**src/rtl/precise_commit_ctrl.sv**
```systemverilog
module precise_commit_ctrl #(
  parameter int NSLOT = 3,
  parameter int AW = 32,
  parameter int CW = 4,
  parameter int STRIDE = 16,
  parameter int ENTRY_BYTES = 256,
  parameter logic [CW-1:0] TB_CAUSE = 4'd9,
  parameter logic [(1<<CW)-1:0] FW_FAULT_MASK = 16'hC000,
  parameter logic [AW-1:0] FW_ENTRY = 32'hFFF0_0000
) (
  input  logic                clk,
  input  logic                rst_n,
  input  logic                tb_en,
  input  logic [AW-1:0]       grp_ip,
  input  logic [NSLOT-1:0]    slot_vld,
  input  logic [NSLOT-1:0]    slot_flt,
  input  logic [NSLOT*CW-1:0] slot_fcause,
  input  logic [NSLOT-1:0]    slot_trp,
  input  logic [NSLOT*CW-1:0] slot_tcause,
  input  logic [NSLOT-1:0]    slot_brt,
  input  logic [NSLOT*AW-1:0] slot_btgt,
  input  logic [AW-1:0]       vt_base,
  output logic [NSLOT-1:0]    commit,
  output logic                ev_valid,
  output logic                ev_trap,
  output logic [CW-1:0]       ev_cause,
  output logic [AW-1:0]       ev_ip,
  output logic                ev_fw,
  output logic [AW-1:0]       ev_handler
);

  logic [NSLOT-1:0] c_mask;
  logic             c_hit, c_trap, c_fw;
  logic [CW-1:0]    c_cause;
  logic [AW-1:0]    c_ip, c_hdl;

  always_comb begin
    c_mask  = '0;
    c_hit   = 1'b0;
    c_trap  = 1'b0;
    c_cause = '0;
    c_ip    = '0;
    if (!ev_valid) begin
      for (int i = 0; i < NSLOT; i++) begin
        if (!c_hit && slot_vld[i]) begin
          if (slot_flt[i]) begin
            c_hit   = 1'b1;
            c_cause = slot_fcause[i*CW +: CW];
            c_ip    = grp_ip + AW'(i) * AW'(STRIDE);
          end else begin
            c_mask[i] = 1'b1;
            if (slot_trp[i] || (tb_en && slot_brt[i])) begin
              c_hit   = 1'b1;
              c_trap  = 1'b1;
              c_cause = slot_trp[i] ? slot_tcause[i*CW +: CW] : TB_CAUSE;
              c_ip    = slot_brt[i] ? slot_btgt[i*AW +: AW]
                                    : grp_ip + AW'(i + 1) * AW'(STRIDE);
            end
          end
        end
      end
    end
  end

  assign c_fw  = c_hit && !c_trap && FW_FAULT_MASK[c_cause];
  assign c_hdl = c_fw ? FW_ENTRY
                      : vt_base + AW'({c_trap, c_cause}) * AW'(ENTRY_BYTES);

  always_ff @(posedge clk) begin
    if (!rst_n) begin
      commit     <= '0;
      ev_valid   <= 1'b0;
      ev_trap    <= 1'b0;
      ev_cause   <= '0;
      ev_ip      <= '0;
      ev_fw      <= 1'b0;
      ev_handler <= '0;
    end else begin
      commit     <= c_mask;
      ev_valid   <= c_hit;
      ev_trap    <= c_hit && c_trap;
      ev_cause   <= c_hit ? c_cause : '0;
      ev_ip      <= c_hit ? c_ip : '0;
      ev_fw      <= c_fw;
      ev_handler <= c_hit ? c_hdl : '0;
    end
  end

  a_r10_flush_next: assert property (@(posedge clk) disable iff (!rst_n)
    ev_valid |=> (commit == '0 && !ev_valid));

  a_r9_commit_only_valid: assert property (@(posedge clk) disable iff (!rst_n)
    $past(rst_n) |-> ((commit & ~$past(slot_vld)) == '0));

  a_r9_quiet_commits_all: assert property (@(posedge clk) disable iff (!rst_n)
    ($past(rst_n) && !ev_valid && !$past(ev_valid)) |-> commit == $past(slot_vld));

  a_r3_trap_self_commits: assert property (@(posedge clk) disable iff (!rst_n)
    (ev_valid && ev_trap) |-> commit != '0);

  a_r8_fw_only_faults: assert property (@(posedge clk) disable iff (!rst_n)
    ev_fw |-> (ev_valid && !ev_trap && ev_handler == FW_ENTRY));

  a_r11_idle_outputs: assert property (@(posedge clk) disable iff (!rst_n)
    !ev_valid |-> (!ev_trap && !ev_fw && ev_ip == '0));

endmodule

```
**config.mk**
```make
export PLATFORM = sky130hd
export DESIGN_NAME = precise_commit_ctrl
export DESIGN_NICKNAME = d
export VERILOG_FILES = /design/src/rtl/precise_commit_ctrl.sv
export SDC_FILE = /design/constraint.sdc
export NUM_CORES = 1
export LEC_CHECK = 0
export ABC_AREA = 1
export BUFFER_PORTS_ARGS = -buffer_cell sky130_fd_sc_hd__buf_2
export CAP_MARGIN = 20
export CORE_UTILIZATION = 53
export DETAILED_ROUTE_END_ITERATION = 6
export HOLD_SLACK_MARGIN = 0.1
export PLACE_DENSITY = 0.92
export SETUP_SLACK_MARGIN = 0.15
export SYNTH_ARGS = -nofsm -noshare
export SYNTH_HDL_FRONTEND = slang
export SYNTH_SLANG_ARGS = --single-unit
```
**constraint.sdc**
```tcl
create_clock -name clk -period 7.63 [get_ports clk]
set_input_delay 0.763 -clock clk [delete_from_list [all_inputs] [get_ports clk]]
set_output_delay 0.763 -clock clk [all_outputs]
set_load 0.1 [all_outputs]
```
; Word-level counts from Yosys, hierarchy flattened
; Memories as Yosys holds them, arrays and structs flattened.
; Cells that the tools add are included.
[word_totals]
input_bits = 199
mem_bits_ro = 16
register_bits = 74
elab_cells = 92
memories = 1
output_inout_bits = 74
[memory_table]
columns = name, words, word_bits, read_ports, rd_ports_with_merged_regs, wr, line_no
row1 = (name not given), 16, 1, 1, 0, 0, 65  ; assign c_fw = c_hit && !c_trap && FW_FAULT_MASK[c_cause];
[op_classes]
n_addsub = 4
n_lt_le_gt_ge = 1
bitwise = 5
muxes = 51
reduce_logical = 20
[ops]
columns = operator, n
row1 = $mux 32, 13
row2 = $add 32x6->32 const B, 2
row3 = $mux 4, 13
row4 = $add 32x13->32, 1
row5 = $add 32x5->32 const B, 1
row6 = $mux 1, 25
row7 = $reduce_or 3->1, 5
row8 = $logic_and 1x1->1, 8
row9 = $lt 4x5->1 const B, 1
row10 = $not 1->1, 5
row11 = $logic_not 1->1, 3
row12 = $logic_or 1x1->1, 3
row13 = $reduce_and 2->1, 1

; Longest topological paths before layout
; Gate-level depths: netlist of the first run.
[depth]
ltp_word = 18
ltp_mapped = 24
mapped_depth_nobuf = 23

; Worst setup path before layout of the first run
; No wires, ideal clock.
[synth_path]
kind = input to register
from = input slot_brt[1]
to = register ev_handler[24]
required_ps = 7517
cell_stages = 22
arrival_time_ps = 3176
setup_slack_ps = 4341
path_buffers = 1
setup_time_ps = 113
cell_sequence = nand2_1 -> nand2_1 -> nor2_1 -> o21ai_4 -> nor2_4 -> inv_2 -> clkbuf_1 -> nor2_1 -> nor3_1 -> ha_1 -> inv_1 -> fa_1 -> o21bai_1 -> nand2_2 -> nand2_2 -> nand3_1 -> nand2_2 -> nand3_1 -> nand2_1 -> nand2_1 -> o21ai_1 -> inv_1
[synth_via]
elab_chain_cells = 14
word_cells_on_any_way = 34
cone_classes = add/sub (1) / mux (24) / reduce/logical (8) / memory (1)
[synth_lines]
columns = element, line_no
row1 = "start, declared", 20  ; input logic [NSLOT-1:0] slot_brt,
row2 = $logic_and 1x1->1 (*), 52  ; if (slot_trp[i] || (tb_en && slot_brt[i])) begin
row3 = $logic_or 1x1->1 (*), 52
row4 = $mux 1, 52
row5 = $mux 1, 46  ; if (slot_flt[i]) begin
row6 = $mux 1, 45  ; if (!c_hit && slot_vld[i]) begin
row7 = $mux 1, 43  ; if (!ev_valid) begin
row8 = $logic_not 1->1, 45
row9 = $logic_and 1x1->1, 45
row10 = $mux 4 (*), 45
row11 = $mux 4 (*), 43
row12 = net c_cause[0], 34  ; logic [CW-1:0] c_cause;
row13 = "parallel branches: the longest is 3 deep, another holds $add 32x13->32", -
row14 = $mux 32 (*), 66  ; assign c_hdl = c_fw ? FW_ENTRY
row15 = "end signal, assigned", 85  ; ev_handler <= c_hit ? c_hdl : '0;
row16 = "end, declared", 29  ; output logic [AW-1:0] ev_handler
; Mark *: on every way through the listed nets, which the timed path passes. The select of a mux whose other input is x is not followed.
; A chain may end at the register's enable or synchronous reset.

; Worst setup path in the final report of the first run
[layout_path]
from = input slot_vld[0]
to = register ev_handler[24]
[layout_via]
elab_chain_cells = 14
word_cells_on_any_way = 38
cone_classes = add/sub (1) / mux (28) / reduce/logical (8) / memory (1)
[layout_lines]
columns = element, line_no
row1 = "start, declared", 15  ; input logic [NSLOT-1:0] slot_vld,
row2 = $mux 1, 45
row3 = $mux 1, 43
row4 = $mux 1 / $logic_not 1->1 (equally long branches), "52, 45"
row5 = $mux 1 / $logic_and 1x1->1 (equally long branches), "46, 45"
row6 = $mux 1, 45
row7 = $mux 1, 43
row8 = $logic_not 1->1, 45
row9 = $logic_and 1x1->1, 45
row10 = $mux 4 (*), 45
row11 = $mux 4 (*), 43
row12 = net c_cause[0], 34
row13 = "parallel branches: the longest is 3 deep, another holds $add 32x13->32", -
row14 = $mux 32 (*), 66
; Marks and branches as above.

==> qor.yml, run 1 <==
status:
  status: "completed"
critical_path:
  worstPathMaxFanout: 26
  worstPathRequired_ns: 7.87
  end_kind: "flip-flop"
  crit_type: "in2reg"
  cp-start-kind: "input port"
  crit_arrival_ns: 4.26
timing:
  drv_slew: 0
  setup_tns_ns: 0
  setup_viol: 0
  fmax_ghz: 0.249
  fin_ws_ns: 3.61
  rsz0062_at_grt: "no"
  fin_crit_ns: 4.02
  max_slew_margin_pct: 26.9
  worst_slew_pin_slew_ns: 1.09
  worst_hold_slack_ns: 0.637
  hold_violations: 0
  period_share_pct: 52.7
  finalClockSkew_ns: 0.00446
cells_and_area:
  areaGrowthSynthToFinish_pct: 27.2
  stdcell_count: 1490
  fin_area_um2: 8360
  nNetsFinal: 1521
  layout_common_cells: "buf_2, nand2_1, nor2_1, inv_1, dfxtp_1"
  layout-drive-gt1-share_pct: 26.3
  final_common_cell: "buf_2"
  fillers: 1085
die:
  die_w_um: 113
  start_util_pct: 54.5
  core_region_area_um2: 12100
  core.rowCount: 40
  ios: 273
  die_h_um: 113
  die_area_um2: 12800
synth:
  ys_ff_latch: 74
  synth_area_leader_cell: "dfxtp_1"
  ys_async_sr_fraction_pct: 0
  ys_warn_count: 0
  synth_top_flop_cell: "dfxtp_1"
  syn-cell-area_um2: 6570
  synth_area_per_cell_um2: 6.18
  synthDominantCellAreaShare_pct: 22.6
  ys_seq_area_share_pct: 22.6
  syn_nets: 1271
  synth_area_leaders: "dfxtp_1, nand2_1, xor2_1, nor2_1, inv_1"
  synth_edf_count: 0
  synth_cell_types: 61
  synth_cells: 1063
clock_tree:
  post_cts_buffers: 0
  clockRootBuffer: "clkbuf_16"
  cts_sinks: 74
  holdBufCountCts: 0
  max-clock-path-buffers: 2
  ctsResizeCount: 0
  tritoncts: "yes"
  clkSlewWorstSetupHoldPaths_ns: 0.06
  clock_latency_ns: 0.34
  cts_made_buffers: 9
  htreeDepth: 3
detailed_routing:
  drc: 0
  postRouteAntennaNets: 0
  finalWirelength_um: 27600
  wl_per_cell_um: 18.5
  firstDrtPassIters: 7
  drtIter0Drc: 927
  avgViaCountPerCell: 5.77
  vias: 8593
power_and_ir_drop:
  p_seq_share_pct: 28.7
  p_int_mw: 0.868
  netSwitchingPower_mw: 0.607
  static-leakage-power_nw: 4.29
  clock_power_share_pct: 33.5
  power_frac_comb_pct: 37.8
  switching_share_pct: 41.1
  vdd_ir_drop_max_v: 0.000111
  p_per_area_nw_per_um2: 177
run:
  max_cap_viol_count: 0
hold_path:
  hold_class: "in2reg"
global_route:
  grt-ovfl-total: 0
  grt_pass1_wl_um: 42100
  grt_pass1_vias: 8194
  antenna_found_initial: 4
  grtUsageTotal_pct: 42.6
  grt_max_degree: 36
place:
  dp_cells: 1470
  place_ws_ns: 3.38
  gp_congestion: 1.01
  io_buffer_count: 272
  hpwl_um: 20900
  dpl-instance-area_um2: 8010
[layer usage]
layer / GRT usage (%) / up-vias / routed length, um
met4: 25.3 / 0 / 1430
met3: 9.64 / 115 / 3060
met2: 71.4 / 616 / 12800
li1: - / 4003 / -
met1: 49.8 / 3859 / 10300
met5: 0 / - / 0
[power by group through the flow]
stage	sequential [mW]	combinational [mW]	clock (mW)
floorplan	0.625	0.200	0
global placement	0.430	0.542	0
detailed placement	0.431	0.545	0
CTS	0.422	0.549	0.495
global route	0.424	0.591	0.512
finish	0.423	0.558	0.494
[layout make-up]
type	count	area, um2	share of cell area, %
Clock buffer	10	229	2.74
Multi-Input combinational cell	811	4390	52.5
Sequential cell	74	1480	17.7
Timing Repair Buffer	277	1400	16.7
Inverter	140	526	6.29
Clock inverter	6	113	1.35
Antenna cell	4	10.0	0.120
Tap cell	168	210	2.52
[through the flow]
step | utilization, % | power [mW]
finish | 69.3 | 1.48
global route | 69.3 | 1.53
global placement | 66.4 | 0.972
detailed placement | 66.4 | 0.976
floorplan | - | 0.825
CTS | 69.2 | 1.47
[synth_stat cells (8+ instances only)]
library cell / n
nand4_1: 11
nand2_1: 242
inv_1: 126
inv_2: 12
ha_1: 8
nor3_1: 23
nand3_1: 58
clkbuf_1: 23
o22ai_1: 16
a21oi_1: 59
o221ai_1: 10
o211ai_1: 11
dfxtp_1: 74
buf_2: 8
nand2_2: 10
o21ai_0: 69
xor2_1: 61
nor2_1: 133
[final timing paths]
check | start | to | slack (ns) | cells after the start
worst min-delay path | vt_base[0] | ev_handler[0] | 0.64 | 3
worst min register to register | ev_valid | ev_cause[0] | 0.69 | 1
worst max-delay path | slot_vld[0] | ev_handler[24] | 3.61 | 20
worst max register to register | ev_valid | ev_handler[29] | 5.17 | 14
[registers in the layout (all words and copies together), names as in the netlist]
name        cells
commit          3
ev_cause        4
ev_fw           1
ev_handler     32
ev_ip          32
ev_trap         1
ev_valid        1
[cell families after synthesis]
group                    synth area share, %
AND/OR/NAND/NOR                         35.9
buffers and inverters                   10.6
flip-flops                              22.6
AO/OA/AOI/OAI                           19.9
XOR/XNOR                                8.67
multiplexers                           0.457
adder cells (fa/ha/maj)                 1.83
[critical path, stage by stage]
cell      delay [ns]
buf_2           0.16
nand2_1         0.65
inv_1           0.48
nand2_1         0.09
a32oi_1         0.21
a21oi_1         0.08
nor3_1          0.15
ha_1            0.21
inv_1           0.06
fa_1            0.40
o21bai_1        0.20
nand2_2         0.09
nand2_2         0.09
nand3_1         0.09
nand2_2         0.11
nand3_1         0.10
nand2_1         0.09
nand2_1         0.05
o21ai_1         0.14
inv_1           0.05
Note: power is estimated with default switching activity, not from simulation.
==> run 2, diff against run 1 <==
Settings changed: CORE_UTILIZATION 53 to 50, PLACE_DENSITY 0.92 to 0.88.
Clock period 7.63 ns to 3.9 ns, I/O delays scaled along.
==> qor.yml, run 2 (synthesized netlist as in run 1, its figures left out) <==
detailed_routing:
  drtIter0Drc: 918  # -0.97%
  finalWirelength_um: 27100  # -1.7%
  wl_per_cell_um: 18.0  # -2.5%
  postRouteAntennaNets: 0  # unchanged
  vias: 8478  # -1.3%
  drc: 1  # +1
  avgViaCountPerCell: 5.64  # -2.1%
  firstDrtPassIters: 7  # unchanged
critical_path:
  end_kind: "flip-flop"
  crit_family: "simple AND/OR/NAND/NOR gates"
  crit_type: "in2reg"
  worstPathMaxFanout: 6  # -77%
  crit_path_top_delay_cell: "fa_1"
  crit_arrival_ns: 3.14  # -1.12 ns
  critical_path_buf_inv_count: 4  # unchanged
  cp-start-kind: "input port"
  worstPathRequired_ns: 4.15  # -3.72 ns
  path_cells: "buf_2 -> nand2_1 -> a21oi_1 -> inv_2 -> nor2_4 -> o21ai_0 -> a32oi_1 -> a21oi_1 -> nor3_1 -> ha_1 -> inv_1 -> fa_1 -> o21bai_1 -> nand2_2 -> nand2_2 -> nand3_1 -> nand2_2 -> nand3_1 -> nand2_1 -> nand2_1 -> o21ai_1 -> inv_1"
  critPathMaxStageDelay_ns: 0.40  # -0.25 ns
cells_and_area:
  areaGrowthSynthToFinish_pct: 27.5
  stdcell_count: 1502  # +0.81%
  layout-drive-gt1-share_pct: 26.7  # +0.44 points
  final_common_cell: "buf_2"
  nNetsFinal: 1529  # +0.53%
  fin_area_um2: 8370  # +0.21%
  fillers: 1250  # +15%
  layout_common_cells: "buf_2, nand2_1, nor2_1, inv_1, dfxtp_1"
  largestRegisters: "ev_handler (32), ev_ip (32), ev_cause (4)"
clock_tree:
  holdBufCountCts: 0  # unchanged
  htreeDepth: 3  # unchanged
  cts_made_buffers: 9  # unchanged
  clkSlewWorstSetupHoldPaths_ns: 0.06  # about the same
  clock_latency_ns: 0.36  # +0.02 ns
  cts_sinks: 74  # unchanged
  ctsResizeCount: 0  # unchanged
  max-clock-path-buffers: 2  # unchanged
  clockRootBuffer: "clkbuf_16"
  post_cts_buffers: 0  # unchanged
  tritoncts: "yes"
timing:
  drv_slew: 0  # unchanged
  finalClockSkew_ns: 0.0116  # +0.00714 ns
  rsz0062_at_grt: "no"
  hold_violations: 0  # unchanged
  setup_tns_ns: 0  # unchanged
  worst_hold_slack_ns: 0.237  # -0.400 ns
  worst_slew_pin_slew_ns: 0.773  # -0.321 ns
  setup_viol: 0  # unchanged
  fmax_ghz: 0.345
  fin_crit_ns: 2.90
  fin_ws_ns: 1.00  # -2.61 ns
  period_share_pct: 74.3
  max_slew_margin_pct: 48.1  # +21 points
run:
  max_cap_viol_count: 0  # unchanged
die:
  die_w_um: 117  # +2.9%
  start_util_pct: 51.6  # -2.8 points
  core_region_area_um2: 12700  # +5.5%
  core.rowCount: 41  # +2.5%
  ios: 273  # unchanged
  die_area_um2: 13600  # +5.9%
  die_h_um: 117  # +2.9%
hold_path:
  hold_class: "in2reg"
global_route:
  grt_max_degree: 26  # -28%
  grt_pass1_wl_um: 40800  # -3.1%
  antenna_found_initial: 3  # -1
  grtUsageTotal_pct: 39.8  # -2.9 points
  grt-ovfl-total: 0  # unchanged
  grt_pass1_vias: 7862  # -4.1%
status:
  violations: "DRC"
  status: "complete, but fails checks"
place:
  hpwl_um: 21000  # +0.39%
  dp_cells: 1482  # +0.82%
  dpl-instance-area_um2: 8070  # +0.81%
  place_ws_ns: 0.670  # -2.71 ns
  io_buffer_count: 272  # unchanged
  gp_congestion: 0.996  # -1.2%
power_and_ir_drop:
  p_per_area_nw_per_um2: 333  # +89%
  static-leakage-power_nw: 4.30  # +0.34%
  vdd_ir_drop_max_v: 0.000232  # +110%
## run 2: cell types whose count changed in the layout (fill, tap and decap cells not counted)
cell        change
buf_4           +8
bufinv_16       -2
clkinv_2        +1
clkinvlp_4      +1
## run 2: layer usage
layer / track usage [%] / share of wire [%]
met1: 47.3 / 38
met2: 65.2 / 45
met3: 7.68 / 11
met4: 26.5 / 5.3
met5: 0 / 0
## run 2: report_power, final
part	total (mW)	internal, mW	switching [mW]
Clock	0.874	0.498	0.376
Combinational	1.09	0.267	0.824
Sequential	0.828	0.808	0.0194
## run 2: metrics by stage
stage | power, mW | utilization, %
after detailed placement | 1.92 | 63.4
after floorplan | 1.61 | -
final | 2.79 | 65.8
after global routing | 2.90 | 65.8
after global placement | 1.91 | 63.4
after CTS | 2.78 | 65.7
## run 2: path summary, 6_finish.rpt
kind | from | end | slack [ns] | cells after the start
setup / recovery | slot_brt[0] | ev_handler[24] | 1.00 | 22
hold / removal | slot_flt[1] | commit[1] | 0.24 | 2
setup reg to reg | ev_valid | ev_handler[31] | 1.41 | 14
hold reg to reg | ev_valid | ev_cause[0] | 0.77 | 1
## run 2: worst reg2reg max path, stage by stage, from the launching register on
cell and delay, ns:
dfxtp_1 0.57, inv_1 0.17, nand2_1 0.12, inv_1 0.07, ha_1 0.34, nand3_1 0.09, and2_0 0.17, inv_1 0.13
nand4_4 0.15, nand2_8 0.14, nand3_2 0.12, o21ai_1 0.15, nand3_1 0.08, nand2_1 0.07, inv_1 0.05
## run 2: area by class of cell
type / instances / area (um2) / share of cell area, %
Antenna cell: 4 / 10.0 / 0.120
Clock buffer: 10 / 229 / 2.73
Clock inverter: 6 / 65.1 / 0.777
Inverter: 140 / 526 / 6.28
Multi-Input combinational cell: 811 / 4390 / 52.4
Sequential cell: 74 / 1480 / 17.7
Tap cell: 172 / 215 / 2.57
Timing Repair Buffer: 285 / 1460 / 17.4
==> run 3, diff against run 2 <==
Settings changed: ABC_AREA 1 to 0, CORE_UTILIZATION 50 to 44, PLACE_DENSITY 0.88 to 0.83.
Clock period 3.9 ns to 2.4 ns, I/O delays scaled along.
==> qor.yml, run 3 <==
status:
  status: "complete, but fails checks"
  violations: "DRC, setup timing"
critical_path:
  worstPathRequired_ns: 2.70  # -1.45 ns
  end_kind: "flip-flop"
  cp-start-kind: "input port"
  crit_type: "in2reg"
  path_cells: "buf_8 -> a211oi_4 -> buf_4 -> nor2_4 -> o21ai_2 -> a222oi_1 -> a311oi_2 -> ha_2 -> inv_2 -> fa_2 -> inv_2 -> a21o_1 -> nand2_2 -> a211oi_4 -> nor4_2 -> buf_4 -> buf_6 -> or3_4 -> a21oi_2"
  r2r_setup_slack_ns: -0.51  # -1.92 ns
  worstPathMaxFanout: 5  # -1
  ff2ff_path_depth: 13  # -1
  crit_arrival_ns: 3.49  # +0.35 ns
  regToRegEndpoint: "ev_handler[18]"
  crit_path_top_delay_cell: "fa_2"
  r2r_start: "ev_valid"
  critPathMaxStageDelay_ns: 0.38  # -0.02 ns
die:
  die_w_um: 122  # +4.4%
  ios: 273  # unchanged
  core_region_area_um2: 13900  # +9.5%
  core.rowCount: 43  # +4.9%
  die_area_um2: 14800  # +9.0%
  die_h_um: 122  # +4.4%
  start_util_pct: 45.3  # -6.4 points
synth:
  synth_edf_count: 0  # unchanged
  synthDominantCellAreaShare_pct: 23.5  # +0.93 points
  synth_cell_types: 79  # +30%
  netlist_top_cells_count: "nand2_1, o21ai_0, dfxtp_1, a21oi_1, nor2_1"
  synth_area_leaders: "dfxtp_1, nand2_1, o21ai_0, xor2_1, xnor2_1"
  syn-cell-area_um2: 6310  # -4.0%
  ys_warn_count: 0  # unchanged
  ys_async_sr_fraction_pct: 0  # unchanged
  synth_top_flop_cell: "dfxtp_1"
  synth.most_common_cell: "nand2_1"
  ys_ff_latch: 74  # unchanged
  syn_nets: 1082  # -15%
  synth_cells: 874  # -18%
  synth_area_per_cell_um2: 7.22  # +17%
  ys_seq_area_share_pct: 23.5  # +0.93 points
  synth_area_leader_cell: "dfxtp_1"
detailed_routing:
  postRouteAntennaNets: 0  # unchanged
  drtIter0Drc: 1099  # +20%
  wl_per_cell_um: 19.6  # +8.7%
  avgViaCountPerCell: 6.09  # +7.8%
  firstDrtPassIters: 7  # unchanged
  finalWirelength_um: 28500  # +5.1%
  vias: 8839  # +4.3%
  drc: 1  # unchanged
global_route:
  grtUsageTotal_pct: 36.5  # -3.2 points
  grt-ovfl-total: 0  # unchanged
  grt_max_degree: 56  # +120%
  antenna_found_initial: 3  # unchanged
  grt_pass1_wl_um: 41400  # +1.4%
  grt_pass1_vias: 8096  # +3.0%
power_and_ir_drop:
  p_int_mw: 2.88  # +83%
  power_frac_comb_pct: 44.4  # +5.3 points
  static-leakage-power_nw: 4.35  # +1.1%
  p_per_area_nw_per_um2: 525  # +57%
  switching_share_pct: 43.0  # -0.62 points
  clock_power_share_pct: 28.9  # -2.4 points
  netSwitchingPower_mw: 2.18  # +79%
  p_seq_share_pct: 26.7  # -2.9 points
  vdd_ir_drop_max_v: 0.000400  # +73%
clock_tree:
  cts_made_buffers: 9  # unchanged
  htreeDepth: 3  # unchanged
  clkSlewWorstSetupHoldPaths_ns: 0.08  # +0.02 ns
  cts_sinks: 74  # unchanged
  clock_latency_ns: 0.36  # about the same
  clockRootBuffer: "clkbuf_16"
  max-clock-path-buffers: 2  # unchanged
  tritoncts: "yes"
timing:
  max_slew_margin_pct: 61.9  # +14 points
  rsz0062_at_grt: "yes"
  finalClockSkew_ns: 0.00863  # -0.00297 ns
  fmax_ghz: 0.313
  setup_viol: 21  # +21
  period_share_pct: 133
  hold_violations: 0  # unchanged
  fin_ws_ns: -0.797  # -1.80 ns
  drv_slew: 0  # unchanged
  fin_crit_ns: 3.20
  worst_hold_slack_ns: 0.133  # -0.103 ns
  worst_slew_pin_slew_ns: 0.570  # -0.202 ns
place:
  place_ws_ns: -1.04  # -1.71 ns
  dp_cells: 1403  # -5.3%
  gp_congestion: 1.05  # +5.5%
  io_buffer_count: 272  # unchanged
  hpwl_um: 20800  # -1.2%
  dpl-instance-area_um2: 8800  # +9.0%
hold_path:
  hold_class: "in2reg"
  min_from: "slot_flt[1]"
  hold_end: "commit[1]"
  min_path_cells: 2  # unchanged
cells_and_area:
  multi_input_area_um2: 4670  # +6.4%
  largestRegisters: "ev_handler (32), ev_ip (32), ev_cause (4)"
  final_common_cell: "buf_2"
  layout_common_cells: "buf_2, buf_4, nand2_1, dfxtp_1, o21ai_0"
  seq_area_um2: 1480  # about the same
  layout-drive-gt1-share_pct: 41.3  # +15 points
  nNetsFinal: 1471  # -3.8%
  stdcell_count: 1452  # -3.3%
  fin_area_um2: 9650  # +15%
  fillers: 1127  # -9.8%
  areaGrowthSynthToFinish_pct: 53.1
run:
  max_cap_viol_count: 0  # unchanged
[run 3: power by group through the flow]
stage	logic, mW	clock network, mW	registers (mW)
floorplan	0.674	0	2.09
global placement	2.02	0	1.38
detailed placement	2.05	0	1.38
CTS	2.14	1.47	1.35
global route	2.35	1.53	1.36
finish	2.25	1.46	1.35
[run 3: metal layers]
metal	track usage [%]	vias to the layer above	share of wire [%]
met5	0	-	0
met1	45.4	4045	38
met4	20.9	0	5.1
met2	57.8	668	45
li1	-	4002	-
met3	8.47	124	12
[run 3: worst max path at each step]
stage	startpoint	to	slack, ns	cells after the start
finish	slot_brt[1]	ev_handler[18]	-0.80	19
global placement	tb_en	ev_handler[18]	-0.90	17
CTS	slot_brt[1]	ev_handler[18]	-0.62	19
floorplan	tb_en	ev_handler[22]	-0.78	18
detailed placement	tb_en	ev_handler[30]	-1.04	17
global route	slot_brt[1]	ev_handler[18]	-0.87	19
[run 3: logic make-up (layout without fill, tap and decap cells)]
kind of cell               Yosys count  count (layout)  share of synthesized area [%]
muxes                               17              17                           2.86
and+or+nand+nor                    355             355                           27.1
DFF                                 74              74                           23.5
adders and majority gates            9               9                           1.90
xor gates and xnor gates            64              64                           8.89
buffers and inverters               90             484                           6.23
AOI/OAI and AO/OA                  265             265                           29.6
other                                0               4                              0
[run 3: metrics by stage]
step           power [mW]  utilization [%]  setup TNS (ns)
3_5_place_dp         3.43             63.1          -22.94
2_1_floorplan        2.76                -          -13.47
3_3_place_gp         3.40             63.1          -19.85
4_1_cts              4.97             67.6           -9.87
5_1_grt              5.24             69.3          -15.41
6_report             5.06             69.3          -13.20
[run 3: worst max-delay path: cells and delay by family]
kind	cells	cell delay [ns]
simple gates	4	0.60
compound gates	7	1.33
buf+inv	6	0.65
fa+ha+maj	2	0.66
[run 3: cell type report]
| class | count | share of cell area (%) |
|---|---|---|
| well taps | 180 | 2.33 |
| repair buffers | 444 | 29.7 |
| diodes | 4 | 0.104 |
| clock buffers | 9 | 2.33 |
| flip-flops and latches | 74 | 15.4 |
| inverters | 24 | 0.959 |
| multi-input cells | 710 | 48.4 |
| clock inverters | 7 | 0.868 |
[run 3: repair_timing]
item / CTS / global route
gates resized for setup: 37 / 31
setup buffers: 11 / 7
endpoints found under the setup margin: 27 / 36
endpoints found under the hold margin: 8 / 0
pin swaps: 35 / 20
gates cloned: 1 / 2
hold buffers: 8 / 0
